$ cat src/rtl/hdma_pkg.sv
package hdma_pkg;
  typedef enum logic [1:0] {
    OP_IDLE  = 2'd0,
    OP_BLAST = 2'd1,
    OP_ABORT = 2'd2,
    OP_START = 2'd3
  } hdma_op_e;

  localparam int CMD_W   = 8;
  localparam int CB_DIR  = 7;
  localparam int ST_W    = 6;
  localparam int ST_ERR  = 1;
  localparam int ST_ABT  = 2;
  localparam int ST_DONE = 3;
  localparam int ST_SINT = 4;
  localparam int BC_WCLR = 24;

  localparam int RI_CMD   = 0;
  localparam int RI_SCNT  = 1;
  localparam int RI_SADR  = 2;
  localparam int RI_SDSC  = 3;
  localparam int RI_WCNT  = 4;
  localparam int RI_WADR  = 5;
  localparam int RI_STAT  = 6;
  localparam int RI_WDSC  = 7;
  localparam int RI_BCTL  = 8;
endpackage

$ cat src/rtl/hdma_cmd_dec.sv
module hdma_cmd_dec
  import hdma_pkg::*;
(
  input  logic             clk,
  input  logic             rst_n,
  input  logic             wr_cmd,
  input  logic [CMD_W-1:0] wdata,
  output logic [CMD_W-1:0] cmd_q,
  output logic             start_p,
  output logic             dma_en_q,
  output logic             cancel_q
);
  hdma_op_e op;
  assign op      = hdma_op_e'(wdata[1:0]);
  assign start_p = wr_cmd && (op == OP_START);

  always_ff @(posedge clk or negedge rst_n) begin
    if (!rst_n) begin
      cmd_q    <= '0;
      dma_en_q <= 1'b0;
      cancel_q <= 1'b0;
    end else begin
      cancel_q <= wr_cmd && (op == OP_ABORT);
      if (wr_cmd) begin
        cmd_q <= wdata;
        if (op == OP_START)     dma_en_q <= 1'b1;
        else if (op == OP_IDLE) dma_en_q <= 1'b0;
      end
    end
  end


  idle_drop_chk: assert property (@(posedge clk) disable iff (!rst_n)
    (wr_cmd && wdata[1:0] == 2'd0) |=> !dma_en_q);
endmodule

$ cat src/rtl/hdma_xfer_calc.sv
module hdma_xfer_calc #(
  parameter int COUNT_W = 16,
  parameter int ADDR_W  = 32,
  parameter int LEN_W   = 12
) (
  input  logic [COUNT_W-1:0] wbc,
  input  logic [ADDR_W-1:0]  wac,
  input  logic [LEN_W-1:0]   len,
  input  logic               dir_req,
  input  logic               dir_cmd,
  output logic               reject,
  output logic [LEN_W-1:0]   moved_len,
  output logic [COUNT_W-1:0] moved_cnt,
  output logic [COUNT_W-1:0] wbc_next,
  output logic [ADDR_W-1:0]  wac_next,
  output logic               hits_zero
);
  logic [COUNT_W-1:0] len_ext;
  logic               take_len;

  assign len_ext   = COUNT_W'(len);
  assign take_len  = (len_ext <= wbc);
  assign reject    = (dir_req != dir_cmd);
  assign moved_cnt = reject ? '0 : (take_len ? len_ext : wbc);
  assign moved_len = reject ? '0 : (take_len ? len : wbc[LEN_W-1:0]);
  assign wbc_next  = wbc - moved_cnt;
  assign wac_next  = wac + ADDR_W'(moved_cnt);
  assign hits_zero = (wbc_next == '0);
endmodule

$ cat src/rtl/hdma_status.sv
module hdma_status
  import hdma_pkg::*;
(
  input  logic            clk,
  input  logic            rst_n,
  input  logic            clr_all,
  input  logic            set_done,
  input  logic            rd_stat,
  input  logic            wr_stat,
  input  logic            wclr_mode,
  input  logic [ST_W-1:0] wdata,
  output logic [ST_W-1:0] stat_q
);
  localparam logic [ST_W-1:0] CLR_MASK =
    ST_W'((1 << ST_ERR) | (1 << ST_ABT) | (1 << ST_DONE));

  logic [ST_W-1:0] stat_d;

  always_comb begin
    stat_d = stat_q;
    if (rd_stat && !wclr_mode) stat_d = stat_d & ~CLR_MASK;
    if (wr_stat && wclr_mode)  stat_d = stat_d & ~(wdata & CLR_MASK);
    if (set_done)              stat_d[ST_DONE] = 1'b1;
    if (clr_all)               stat_d = '0;
  end

  always_ff @(posedge clk or negedge rst_n) begin
    if (!rst_n) stat_q <= '0;
    else        stat_q <= stat_d;
  end


  rd_clear_chk: assert property (@(posedge clk) disable iff (!rst_n)
    (rd_stat && !wclr_mode && !set_done && !clr_all) |=> (stat_q[3:1] == 3'b000));

  wr_clear_chk: assert property (@(posedge clk) disable iff (!rst_n)
    (wr_stat && wclr_mode && wdata[3] && !set_done) |=> !stat_q[3]);
endmodule

$ cat src/rtl/hdma_channel.sv
module hdma_channel
  import hdma_pkg::*;
#(
  parameter int COUNT_W = 16,
  parameter int ADDR_W  = 32,
  parameter int LEN_W   = 12,
  parameter int RAW     = 4
) (
  input  logic             clk,
  input  logic             rst_n,
  input  logic             reg_wr_en,
  input  logic             reg_rd_en,
  input  logic [RAW-1:0]   reg_addr,
  input  logic [31:0]      reg_wdata,
  output logic [31:0]      reg_rdata,
  input  logic             scsi_irq,
  input  logic             scsi_cmd_done,
  input  logic             xfer_valid,
  output logic             xfer_ready,
  input  logic             xfer_to_mem,
  input  logic [LEN_W-1:0] xfer_len,
  output logic [LEN_W-1:0] xfer_moved,
  output logic             xfer_reject,
  output logic             dma_req_en,
  output logic             scsi_cancel,
  output logic             dma_done
);
  localparam logic [ADDR_W-1:0] WAC_RST = '1;
  localparam logic [ADDR_W-1:0] WDSC_RST = ~(ADDR_W'(2));

  logic [COUNT_W-1:0] start_cnt_q, wbc_q, moved_cnt, wbc_next;
  logic [ADDR_W-1:0]  start_adr_q, start_dsc_q, wac_q, wdsc_q, wac_next;
  logic [31:0]        bctl_q;
  logic [CMD_W-1:0]   cmd_q;
  logic [ST_W-1:0]    stat_q, stat_view;
  logic               start_p, reject, hits_zero;
  logic               wr_cmd, fire, beat_ok, set_done;

  function automatic logic hit(input logic [RAW-1:0] a, input int idx);
    return a == RAW'(idx);
  endfunction

  assign wr_cmd = reg_wr_en && hit(reg_addr, RI_CMD);

  hdma_cmd_dec u_cmd (
    .clk(clk), .rst_n(rst_n), .wr_cmd(wr_cmd), .wdata(reg_wdata[CMD_W-1:0]),
    .cmd_q(cmd_q), .start_p(start_p), .dma_en_q(dma_req_en), .cancel_q(scsi_cancel)
  );

  hdma_xfer_calc #(.COUNT_W(COUNT_W), .ADDR_W(ADDR_W), .LEN_W(LEN_W)) u_calc (
    .wbc(wbc_q), .wac(wac_q), .len(xfer_len), .dir_req(xfer_to_mem),
    .dir_cmd(cmd_q[CB_DIR]), .reject(reject), .moved_len(xfer_moved),
    .moved_cnt(moved_cnt), .wbc_next(wbc_next), .wac_next(wac_next),
    .hits_zero(hits_zero)
  );

  assign xfer_ready  = !wr_cmd && !scsi_cmd_done;
  assign xfer_reject = reject;
  assign fire        = xfer_valid && xfer_ready;
  assign beat_ok     = fire && !reject;
  assign set_done    = scsi_cmd_done || (beat_ok && hits_zero);

  hdma_status u_stat (
    .clk(clk), .rst_n(rst_n), .clr_all(start_p), .set_done(set_done),
    .rd_stat(reg_rd_en && hit(reg_addr, RI_STAT)),
    .wr_stat(reg_wr_en && hit(reg_addr, RI_STAT)),
    .wclr_mode(bctl_q[BC_WCLR]), .wdata(reg_wdata[ST_W-1:0]), .stat_q(stat_q)
  );
  assign dma_done = stat_q[ST_DONE];

  always_ff @(posedge clk or negedge rst_n) begin
    if (!rst_n) begin
      start_cnt_q <= '0;
      start_adr_q <= '0;
      start_dsc_q <= '0;
      bctl_q      <= '0;
    end else if (reg_wr_en) begin
      if (hit(reg_addr, RI_SCNT)) start_cnt_q <= reg_wdata[COUNT_W-1:0];
      if (hit(reg_addr, RI_SADR)) start_adr_q <= reg_wdata[ADDR_W-1:0];
      if (hit(reg_addr, RI_SDSC)) start_dsc_q <= reg_wdata[ADDR_W-1:0];
      if (hit(reg_addr, RI_BCTL)) bctl_q      <= reg_wdata;
    end
  end

  always_ff @(posedge clk or negedge rst_n) begin
    if (!rst_n) begin
      wbc_q  <= '0;
      wac_q  <= WAC_RST;
      wdsc_q <= WDSC_RST;
    end else if (start_p) begin
      wbc_q  <= start_cnt_q;
      wac_q  <= start_adr_q;
      wdsc_q <= start_dsc_q;
    end else if (scsi_cmd_done) begin
      wbc_q  <= '0;
    end else if (beat_ok) begin
      wbc_q  <= wbc_next;
      wac_q  <= wac_next;
    end
  end

  always_comb begin
    stat_view          = stat_q;
    stat_view[ST_SINT] = stat_q[ST_SINT] | scsi_irq;
  end

  always_comb begin
    reg_rdata = '0;
    if (hit(reg_addr, RI_CMD))  reg_rdata = 32'(cmd_q);
    if (hit(reg_addr, RI_SCNT)) reg_rdata = 32'(start_cnt_q);
    if (hit(reg_addr, RI_SADR)) reg_rdata = 32'(start_adr_q);
    if (hit(reg_addr, RI_SDSC)) reg_rdata = 32'(start_dsc_q);
    if (hit(reg_addr, RI_WCNT)) reg_rdata = 32'(wbc_q);
    if (hit(reg_addr, RI_WADR)) reg_rdata = 32'(wac_q);
    if (hit(reg_addr, RI_STAT)) reg_rdata = 32'(stat_view);
    if (hit(reg_addr, RI_WDSC)) reg_rdata = 32'(wdsc_q);
    if (hit(reg_addr, RI_BCTL)) reg_rdata = bctl_q;
  end


  start_load_chk: assert property (@(posedge clk) disable iff (!rst_n)
    start_p |=> (wbc_q == $past(start_cnt_q)) && (wac_q == $past(start_adr_q))
                && (stat_q == '0));

  abort_cancel_chk: assert property (@(posedge clk) disable iff (!rst_n)
    (wr_cmd && reg_wdata[1:0] == 2'd2) |=> scsi_cancel);

  abort_hold_chk: assert property (@(posedge clk) disable iff (!rst_n)
    (wr_cmd && reg_wdata[1:0] == 2'd2 && !scsi_cmd_done) |=> $stable(wbc_q) && $stable(wac_q));

  beat_count_chk: assert property (@(posedge clk) disable iff (!rst_n)
    beat_ok |=> wbc_q == $past(wbc_q) - $past(moved_cnt));

  beat_done_chk: assert property (@(posedge clk) disable iff (!rst_n)
    (beat_ok && moved_cnt == wbc_q) |=> dma_done);

  reject_hold_chk: assert property (@(posedge clk) disable iff (!rst_n)
    (fire && reject) |=> $stable(wbc_q) && $stable(wac_q));

  moved_bound_chk: assert property (@(posedge clk) disable iff (!rst_n)
    xfer_valid |-> (COUNT_W'(xfer_moved) <= wbc_q) && (xfer_moved <= xfer_len));

  cmplt_chk: assert property (@(posedge clk) disable iff (!rst_n)
    (scsi_cmd_done && !start_p) |=> (wbc_q == '0) && dma_done);
endmodule

$ cat config.mk
export PLATFORM = sky130hd
export DESIGN_NAME = hdma_channel
export DESIGN_NICKNAME = d
export VERILOG_FILES = /design/src/rtl/hdma_pkg.sv /design/src/rtl/hdma_cmd_dec.sv /design/src/rtl/hdma_xfer_calc.sv /design/src/rtl/hdma_status.sv /design/src/rtl/hdma_channel.sv
export SDC_FILE = /design/constraint.sdc
export NUM_CORES = 1
export LEC_CHECK = 0
export BUFFER_PORTS_ARGS = -buffer_cell sky130_fd_sc_hd__buf_2
export CORE_MARGIN = 1
export CORE_UTILIZATION = 55
export CTS_CLUSTER_SIZE = 14
export DETAILED_ROUTE_END_ITERATION = 8
export GPL_TIMING_DRIVEN = 0
export PLACE_DENSITY = 0.77
export SLEW_MARGIN = 5
export SYNTH_ARGS = -nofsm -noshare
export SYNTH_HDL_FRONTEND = slang
export SYNTH_SLANG_ARGS = --single-unit
$ cat constraint.sdc
create_clock -name clk -period 4.6 [get_ports clk]
set_clock_uncertainty 0.15 [all_clocks]
set_input_delay 0.23 -clock clk [delete_from_list [all_inputs] [get_ports clk]]
set_output_delay 0.23 -clock clk [all_outputs]
set_load 0.02 [all_outputs]
==> impl_metrics.toml, run 1 <==
[die]
die_y_um = 148
initial_utilization = 0.561
die_area_mm2 = 0.0220
coreArea_mm2 = 0.0210
die_x_um = 148
io_pins = 105
row_count = 53

[clock_tree]
cts_tree = "built"
root_buffer = "clkbuf_16"
clock_latency_ns = 0.53
htree_levels = 1
clock-sinks = 205
cts_buffers = 23
clkTransAtPathRegs_ns = 0.06
clock_path_buffers = 3

[worst_setup_path]
crit_arrival_ns = 5.15
critPathSlowestCell = "or4b_4"
critical_path.max_stage_delay_ns = 0.60
critPathKind = "flip-flop to flip-flop"
required_ns = 4.86
critPathMostFrequentCell = "a21oi_2"
cp_max_fo = 6
end_kind = "flip-flop"
crit_chain = "inv_1, ha_1, a21o_1, a21oi_2, a21oi_2, o31ai_2, buf_6, buf_6, mux2i_4, nand2b_4, ha_4, or3_1, a31oi_2, a21oi_2, a21o_1, a21oi_2, xnor2_1, or4b_4, o41ai_4"
startpoint_type = "flip-flop"

[synth]
synth_edf_count = 0
ys.warnings.count = 0
synth_top_area_share = 0.301
synth_area_mm2 = 0.0118
synth_compound_area_frac = 0.155
yosys_most_used_dff = "dfrtp_1"
synthSimpleGateAreaFrac = 0.149
yosys_register_bits = 205
async_flop_share = 1.00
synth.area.mux_share = 0.151
ys_types = 65
synth_top_family_by_area = "compound AO/OA/AOI/OAI gates"
avgSynthCellArea_um2 = 9.84
synth_top_area_cell = "dfrtp_1"
synthCells = 1200
yosysMostFrequentCell = "nand2_1"
synth_adder_area_share = 0.0522
synth_seq_area_share = 0.441
synthTopCellsByCount = "206 x nand2_1, 142 x dfrtp_1, 116 x mux2_2, 72 x nor2_1, 63 x dfstp_2"
synth_xor_area_frac = 0.0200
synth_area_leaders = "dfrtp_1 30%, dfstp_2 14%, mux2_2 11%"

[route]
vias = 10857
wl_per_cell_um = 22.6
drc = 0
drt_pass1_iterations = 6
wl_um = 38600
ant_nets = 0
drt-initial-drc-count = 1013
vias_per_cell = 6.37

[timing]
fin_crit_ns = 4.89
finalCritPeriodShare = 1.06
worstMarginPinSlew_ns = 1.15
setup_ws_ns = -0.291
setup_viol = 16
relSlewSlack = 0.226
rsz0062_at_grt = "true"
hold_viol = 0
fmax_mhz = 204
timing.final.max_slew_violations = 0

[power]
vdd_drop_max_mv = 0.322
power_frac_comb = 0.392
p_sw_frac = 0.364
power_frac_seq = 0.361
p_clk_frac = 0.247
p_per_area_mw_per_mm2 = 506
p_int_w = 0.00478
p_leak_nw = 6.58
switchingPower_w = 0.00274

[global_routing]
antenna_found_initial = 0
grt_usage = 0.346
overflow = 0
grt_pass1_vias = 10407
grt_pass1_wl_um = 58100
grt_max_degree = 108

[placement]
place.gp.congestion = 0.948
place_hpwl_um = 26200
portBuffers = 102
pre_cts_ws_ns = -0.669

[final_layout]
area_growth_pct = 25.9
drive_above_1_share = 0.328
fin_util = 0.707
nets = 1517
diodes = 0

[job]
maxCapViolCount = 0

[outcome]
run_status = "finished with violations"
violations = "setup timing"

[min_path]
hold_class = "input port to flip-flop"
==> cell families after synthesis <==
kind of cell,count (synthesis)
and+or+nand+nor,395
buffers and inverters,95
adders and majority gates,48
xor gates and xnor gates,27
DFF,205
muxes,160
other,2
AOI/OAI and AO/OA,268
==> final cells by class <==
class | count | area (µm²)
Fill cell | 1505 | 6160
Inverter | 26 | 97.6
Timing Repair Buffer | 183 | 1270
Clock buffer | 37 | 698
Multi-Input combinational cell | 905 | 6900
Clock inverter | 5 | 65.1
Buffer | 69 | 270
Tap cell | 275 | 344
Sequential cell | 205 | 5210
==> power by group through the flow <==
stage | clock network (W) | logic, W | registers [W]
global placement | 0 | 0.00207 | 0.00267
CTS | 0.00186 | 0.00251 | 0.00267
global route | 0.00194 | 0.00315 | 0.00275
floorplan | 0 | 0.00164 | 0.00251
detailed placement | 0 | 0.00212 | 0.00269
finish | 0.00185 | 0.00295 | 0.00272
==> flip-flops by register name (all words and copies together) (netlist names) <==
| register | count |
|---|---|
| u_cmd.dma_en_q | 1 |
| u_cmd.cmd_q | 8 |
| u_cmd.cancel_q | 1 |
| wbc_q | 16 |
| start_cnt_q | 16 |
| start_dsc_q | 32 |
| wdsc_q | 32 |
| wac_q | 32 |
| start_adr_q | 32 |
| u_stat.stat_q | 3 |
| bctl_q | 32 |
==> metal layers <==
layer	track usage	vias up	wire (µm)
met2	0.516	630	17000
met3	0.0696	109	4050
met1	0.494	5348	16200
met4	0.139	0	1320
li1	-	4770	-
met5	0	-	0
==> per-stage QoR <==
step	total power [W]	hold WS (ns)	setup TNS, ns	area [µm²]	std cells
2_1_floorplan	0.00416	-0.216	-0.522	11900	1205
3_3_place_gp	0.00474	0.296	-42.46	12700	1582
3_5_place_dp	0.00481	0.169	-8.24	12800	1583
4_1_cts	0.00705	0.0596	-1.38	14400	1693
5_1_grt	0.00784	0.116	-4.95	14900	1705
6_report	0.00752	0.109	-2.00	14900	1705
==> cells in the final DEF (no fill, tap or decap), types with 6 or more instances in the layout <==
| master | Yosys | routed |
|---|---|---|
| a21o_1 | 14 | 14 |
| nand3_1 | 33 | 32 |
| a21oi_2 | 2 | 12 |
| o21ai_0 | 59 | 50 |
| buf_6 | 0 | 10 |
| nor2_1 | 72 | 65 |
| conb_1 | 2 | 7 |
| buf_2 | 4 | 104 |
| and3_1 | 16 | 14 |
| mux2i_1 | 41 | 33 |
| o211ai_1 | 14 | 14 |
| o21a_1 | 8 | 8 |
| mux2_2 | 116 | 116 |
| ha_4 | 0 | 9 |
| inv_1 | 26 | 24 |
| buf_4 | 0 | 36 |
| a222oi_1 | 10 | 10 |
| ha_1 | 46 | 36 |
| clkbuf_1 | 61 | 68 |
| nor2b_1 | 11 | 8 |
| a22o_1 | 11 | 11 |
| dfstp_2 | 63 | 63 |
| a31oi_1 | 25 | 21 |
| a221o_1 | 6 | 6 |
| clkbuf_8 | 0 | 7 |
| and2_1 | 8 | 7 |
| nand2b_1 | 16 | 13 |
| dfrtp_1 | 142 | 138 |
| xnor2_1 | 14 | 12 |
| nor3_1 | 7 | 7 |
| nand2_1 | 206 | 202 |
| dlygate4sd3_1 | 0 | 34 |
| o21ai_1 | 3 | 8 |
| clkbuf_16 | 0 | 23 |
| a21oi_1 | 48 | 36 |
| a22oi_1 | 20 | 20 |
| xor2_1 | 13 | 10 |
==> what timing repair did <==
item / 4_1_cts / 5_1_grt
pin swaps: 38 / 36
gates resized for setup: 60 / 70
setup endpoints to repair: 27 / 31
buffers inserted: 42 / 14
hold buffers: 34 / 0
endpoints found under the hold margin: 195 / 0
==> path summary, 6_finish.rpt <==
check | slack (ns) | endpoint | start | cells past startpoint
max | -0.29 | u_stat.stat_q[3] | wbc_q[6] | 19
min | 0.11 | u_stat.stat_q[1] | reg_rd_en | 4
max reg2reg | -0.29 | u_stat.stat_q[3] | wbc_q[6] | 19
min reg2reg | 0.31 | wdsc_q[26] | wdsc_q[26] | 2
max in group asynchronous | 3.11 | wdsc_q[14] | rst_n | 3
min in group asynchronous | 0.17 | start_dsc_q[25] | rst_n | 2
==> worst max-delay path: cells and delay by family (launching register included) <==
kind / cells / cell delay (ns)
simple gates: 3 / 1.15
xor+xnor: 1 / 0.11
buf+inv: 3 / 0.45
fa+ha+maj: 2 / 0.55
compound gates: 9 / 1.60
mux: 1 / 0.23
flops: 1 / 0.55
No activity file was read; power rests on OpenSTA's default activity.
==> run 2, diff against run 1 <==
--- a/config.mk
+++ b/config.mk
@@ -6,6 +6,7 @@
 export NUM_CORES = 1
 export LEC_CHECK = 0
 export BUFFER_PORTS_ARGS = -buffer_cell sky130_fd_sc_hd__buf_2
+export CORE_ASPECT_RATIO = 1.75
 export CORE_MARGIN = 1
 export CORE_UTILIZATION = 55
 export CTS_CLUSTER_SIZE = 14
==> constraint.sdc (replaced) <==
create_clock -name clk -period 4.6 [get_ports clk]
set_clock_uncertainty 0.15 [all_clocks]
set_input_delay 0.46 -clock clk [delete_from_list [all_inputs] [get_ports clk]]
set_output_delay 0.46 -clock clk [all_outputs]
set_load 0.02 [all_outputs]
==> impl_metrics.toml, run 2 (same netlist as run 1, synthesis figures left out) <==
[outcome]
run_status = "finished with violations"
violations = "setup timing"

[die]
die_y_um = 196
io_pins = 105
die_x_um = 113
row_count = 70
coreArea_mm2 = 0.0209
die_area_mm2 = 0.0221
initial_utilization = 0.564

[placement]
placed_cell_area_mm2 = 0.0127
place_hpwl_um = 27100
place.gp.congestion = 0.955
portBuffers = 102

[global_routing]
grt_max_degree = 115
grt_pass1_vias = 10654
antenna_found_initial = 1
overflow = 0
grt_pass1_wl_um = 58100
grt_usage = 0.348

[final_layout]
multi_input_area_mm2 = 0.00680
num-fill-cells = 1601
drive_above_1_share = 0.324
layout_common_cells = "202 x nand2_1, 139 x dfrtp_1, 116 x mux2_2, 104 x buf_2, 67 x clkbuf_1"
nets = 1478
register_area_mm2 = 0.00521
final_common_cell = "nand2_1"
diodes = 0
area_growth_pct = 20.8
fin_util = 0.681
stdcell_area_mm2 = 0.0143

[clock_tree]
cts_tree = "built"
clock-sinks = 205
clock_latency_ns = 0.51
cts_buffers = 20
clkTransAtPathRegs_ns = 0.07
root_buffer = "clkbuf_16"
clock_path_buffers = 3
htree_levels = 1

[worst_setup_path]
required_ns = 4.90
crit_arrival_ns = 5.10
critPathKind = "flip-flop to flip-flop"
path_delay_family = "compound AO/OA/AOI/OAI gates"
startpoint_type = "flip-flop"
critical_path.max_stage_delay_ns = 0.48
rr_worst_depth = 22
end_kind = "flip-flop"
crit_chain = "inv_2, ha_4, nor2b_1, o21a_1, o21a_1, o21bai_2, a21oi_2, o31ai_4, buf_6, mux2i_4, nor2_4, ha_4, inv_2, fa_2, nor2b_4, o21a_1, o21ai_4, a2111o_1, a31oi_4, nand2_2, or4_1, nand3_1"
critPathSlowestCell = "or4_1"
critPathMostFrequentCell = "o21a_1"
path_depth = 22
r2r-end = "wac_q[26]"
reg2reg_from = "wbc_q[1]"
rrSetupSlack_ns = -0.20
path_buf_inv = 3
cp_max_fo = 6

[timing]
worstMarginPinSlew_ns = 1.10
fmax_mhz = 208
rsz0062_at_grt = "true"
relSlewSlack = 0.258
finalCritPeriodShare = 1.04
setup_tns_ns = -1.95
timing.final.max_slew_violations = 0
fin_crit_ns = 4.80
hold_viol = 0
setup_viol = 19
setup_ws_ns = -0.200

[power]
p_per_area_mw_per_mm2 = 512
vdd_drop_max_mv = 0.349
p_leak_nw = 6.32

[route]
drt-initial-drc-count = 787
ant_nets = 0
vias = 10576
vias_per_cell = 6.45
wl_um = 38900
drt_pass1_iterations = 5
wl_per_cell_um = 23.7
drc = 0

[min_path]
min_path_cells = 3
hold_start = "reg_wdata[6]"
min_to = "u_cmd.cmd_q[6]"
hold_class = "input port to flip-flop"

[job]
maxCapViolCount = 0
## run 2: cell count changes in the layout (fill, tap and decap cells not counted), sizes merged
cell         previous run  this run
dlygate4sd3            34         1
clkbuf                 98        92
buf                   157       154
clkinvlp                0         1
inv                    27        26
## run 2: worst max path at each step
stage	slack, ns	start	endpoint
2_1_floorplan	-0.17	wbc_q[1]	wac_q[26]
3_3_place_gp	-0.91	xfer_len[1]	wac_q[28]
3_5_place_dp	-0.94	xfer_len[1]	wac_q[26]
4_1_cts	-0.19	wbc_q[1]	wac_q[28]
5_1_grt	-0.31	wbc_q[1]	wac_q[28]
6_report	-0.20	wbc_q[1]	wac_q[26]
## run 2: repair_timing
action / 4_1_cts / 5_1_grt
gates resized for setup: 28 / 76
buffers inserted: 24 / 19
endpoints found under the setup margin: 36 / 25
pin swaps: 21 / 20
hold buffers: 1 / 0
endpoints found under the hold margin: 77 / 0
## run 2: through the flow
step                power (W)  hold slack [ns]  instances  setup slack (ns)
global route          0.00761           0.0674       1640            -0.313
global placement      0.00473            0.296       1559            -0.912
floorplan             0.00416           0.0144       1205            -0.174
CTS                   0.00679           0.0490       1622            -0.193
finish                0.00730           0.0509       1640            -0.200
detailed placement    0.00480            0.299       1561            -0.942
## run 2: worst reg2reg max path, stage by stage, from the launching register on
cell and delay [ns]:
dfrtp_2 0.44, inv_2 0.09, ha_4 0.19, nor2b_1 0.13
o21a_1 0.16, o21a_1 0.17, o21bai_2 0.16, a21oi_2 0.09
o31ai_4 0.25, buf_6 0.17, mux2i_4 0.08, nor2_4 0.19
ha_4 0.18, inv_2 0.04, fa_2 0.38, nor2b_4 0.13
o21a_1 0.19, o21ai_4 0.09, a2111o_1 0.45, a31oi_4 0.29
nand2_2 0.15, or4_1 0.48, nand3_1 0.09
## run 2: metal layers
metal / global-route usage / routed length [µm] / share of wire
met1: 0.387 / 13700 / 0.35
met2: 0.604 / 19600 / 0.50
met3: 0.0466 / 2530 / 0.065
met4: 0.262 / 3110 / 0.080
met5: 0 / 0 / 0
## run 2: layout make-up
class	count	share of cell area
clock buffers	31	0.0423
multi-input cells	905	0.477
clock inverters	5	0.00395
flip-flops and latches	205	0.366
inverters	26	0.00684
plain buffers	69	0.0190
well taps	252	0.0221
repair buffers	147	0.0637
## run 2: where the power goes
group          total, W  internal [W]  switching (W)  leakage, nW
sequential      0.00265       0.00228       0.000371         2.42
clock           0.00168      0.000962       0.000718        0.321
combinational   0.00296       0.00143        0.00153         3.58
total           0.00730       0.00467        0.00262         6.32
==> run 3, diff against run 2 <==
--- a/config.mk
+++ b/config.mk
@@ -13,6 +13,8 @@
 export DETAILED_ROUTE_END_ITERATION = 8
 export GPL_TIMING_DRIVEN = 0
 export PLACE_DENSITY = 0.77
+export SETUP_SLACK_MARGIN = 0.3
+export SKIP_LAST_GASP = 1
 export SLEW_MARGIN = 5
 export SYNTH_ARGS = -nofsm -noshare
 export SYNTH_HDL_FRONTEND = slang
==> impl_metrics.toml, run 3 (same netlist as run 1, synthesis figures left out) <==
[clock_tree]
clkTransAtPathRegs_ns = 0.06
cts_buffers = 20
clock-sinks = 205
root_buffer = "clkbuf_16"
clock_path_buffers = 3
htree_levels = 1
clock_latency_ns = 0.50
cts_tree = "built"

[placement]
pre_cts_ws_ns = -0.985
portBuffers = 102
place_hpwl_um = 27300
place.gp.congestion = 0.968

[final_layout]
layout_common_cells = "203 x nand2_1, 137 x dfrtp_1, 116 x mux2_2, 104 x buf_2, 70 x clkbuf_1"
final_common_cell = "nand2_1"
nets = 1473
diodes = 0
fin_util = 0.682
drive_above_1_share = 0.324
area_growth_pct = 20.9

[min_path]
hold_class = "input port to flip-flop"
min_path_cells = 3
hold_start = "reg_wdata[6]"
min_to = "u_cmd.cmd_q[6]"

[timing]
setup_viol = 17
fin_crit_ns = 4.92
rsz0062_at_grt = "true"
timing.final.max_slew_violations = 0
worstMarginPinSlew_ns = 1.10
setup_ws_ns = -0.325
finalCritPeriodShare = 1.07
hold_viol = 0
fmax_mhz = 203
relSlewSlack = 0.266
fin_hold_ws_ns = 0.0630

[worst_setup_path]
cp_max_fo = 4
startpoint_type = "flip-flop"
critPathMostFrequentCell = "buf_6"
required_ns = 4.83
rrSetupSlack_ns = -0.32
crit_chain = "inv_4, ha_4, nor2b_4, o21a_1, o21a_1, o21bai_2, a21oi_2, o31ai_4, buf_6, mux2i_4, nor2_4, buf_6, ha_4, fa_2, nor2b_4, buf_6, o31ai_4, a21oi_4, a41oi_2, xor2_1, nand2_1, or4b_4, o41ai_2"
end_kind = "flip-flop"
startpoint = "wbc_q[1]"
critPathSlowestCell = "or4b_4"
reg2reg_from = "wbc_q[1]"
rr_worst_depth = 23
r2r-end = "u_stat.stat_q[3]"
crit_arrival_ns = 5.15
critical_path.max_stage_delay_ns = 0.54
critPathKind = "flip-flop to flip-flop"

[die]
coreArea_mm2 = 0.0209
die_area_mm2 = 0.0221
row_count = 70
io_pins = 105
die_x_um = 113
initial_utilization = 0.564
die_y_um = 196

[route]
drt_pass1_iterations = 5
wl_um = 38900
ant_nets = 0
drt-initial-drc-count = 932
vias_per_cell = 6.49
wl_per_cell_um = 23.8
vias = 10605
drc = 0

[outcome]
run_status = "finished with violations"
violations = "setup timing"

[global_routing]
overflow = 0
grt_usage = 0.348
grt_max_degree = 121
grt_pass1_vias = 10763
antenna_found_initial = 1
grt_pass1_wl_um = 58400

[power]
vdd_drop_max_mv = 0.274
p_leak_nw = 6.31
p_per_area_mw_per_mm2 = 501

[job]
maxCapViolCount = 0
-- run 3: how the worst max path moves through the flow --
| stage | to | slack [ns] | cells past startpoint |
|---|---|---|---|
| floorplan | wac_q[26] | -0.17 | 22 |
| global placement | wac_q[28] | -0.89 | 22 |
| detailed placement | wac_q[26] | -0.99 | 22 |
| CTS | wac_q[24] | -0.22 | 22 |
| global route | wac_q[28] | -0.42 | 22 |
| finish | u_stat.stat_q[3] | -0.32 | 23 |
-- run 3: critical path: cells and delay by family (launching register included) --
| family | cells | cell delay, ns |
|---|---|---|
| AND/OR/NAND/NOR | 5 | 0.99 |
| adder cells (fa/ha/maj) | 3 | 0.74 |
| flip-flops | 1 | 0.44 |
| AO/OA/AOI/OAI | 9 | 1.49 |
| buffers and inverters | 4 | 0.50 |
| XOR/XNOR | 1 | 0.21 |
| multiplexers | 1 | 0.25 |
-- run 3: layout make-up --
class | instances | area [µm²]
inverters | 26 | 100
repair buffers | 142 | 886
multi-input cells | 905 | 6860
flip-flops and latches | 205 | 5220
fillers | 1626 | 6670
clock inverters | 3 | 18.8
plain buffers | 69 | 270
well taps | 252 | 315
clock buffers | 33 | 601
-- run 3: through the flow --
step	setup TNS, ns	instance area (µm²)	total power [W]	instances
6_report	-2.30	14300	0.00715	1635
5_1_grt	-5.08	14300	0.00746	1635
4_1_cts	-1.60	13800	0.00675	1621
3_5_place_dp	-16.85	12800	0.00481	1561
3_3_place_gp	-72.12	12700	0.00474	1559
2_1_floorplan	-0.670	11900	0.00417	1205
-- run 3: report_power, final --
group | switching [W] | leakage, nW | internal, W | total [W]
Clock | 0.000697 | 0.303 | 0.000893 | 0.00159
Combinational | 0.00154 | 3.59 | 0.00137 | 0.00291
Sequential | 0.000368 | 2.42 | 0.00228 | 0.00265
Total | 0.00260 | 6.31 | 0.00455 | 0.00715
-- run 3: per-layer routing --
layer,up-vias,part of all wire,global-route usage
met1,5267,0.35,0.377
li1,4655,-,-
met5,-,0,0
met2,512,0.50,0.615
met3,171,0.064,0.0504
met4,0,0.082,0.253
-- run 3: timing repair --
item                                    in CTS  in global routing
hold endpoints to repair                    63                  0
buffers inserted                            23                 14
endpoints found under the setup margin      40                 38
gates resized for setup                     47                 73
pin swaps                                   25                 42
hold buffers                                 1                  0
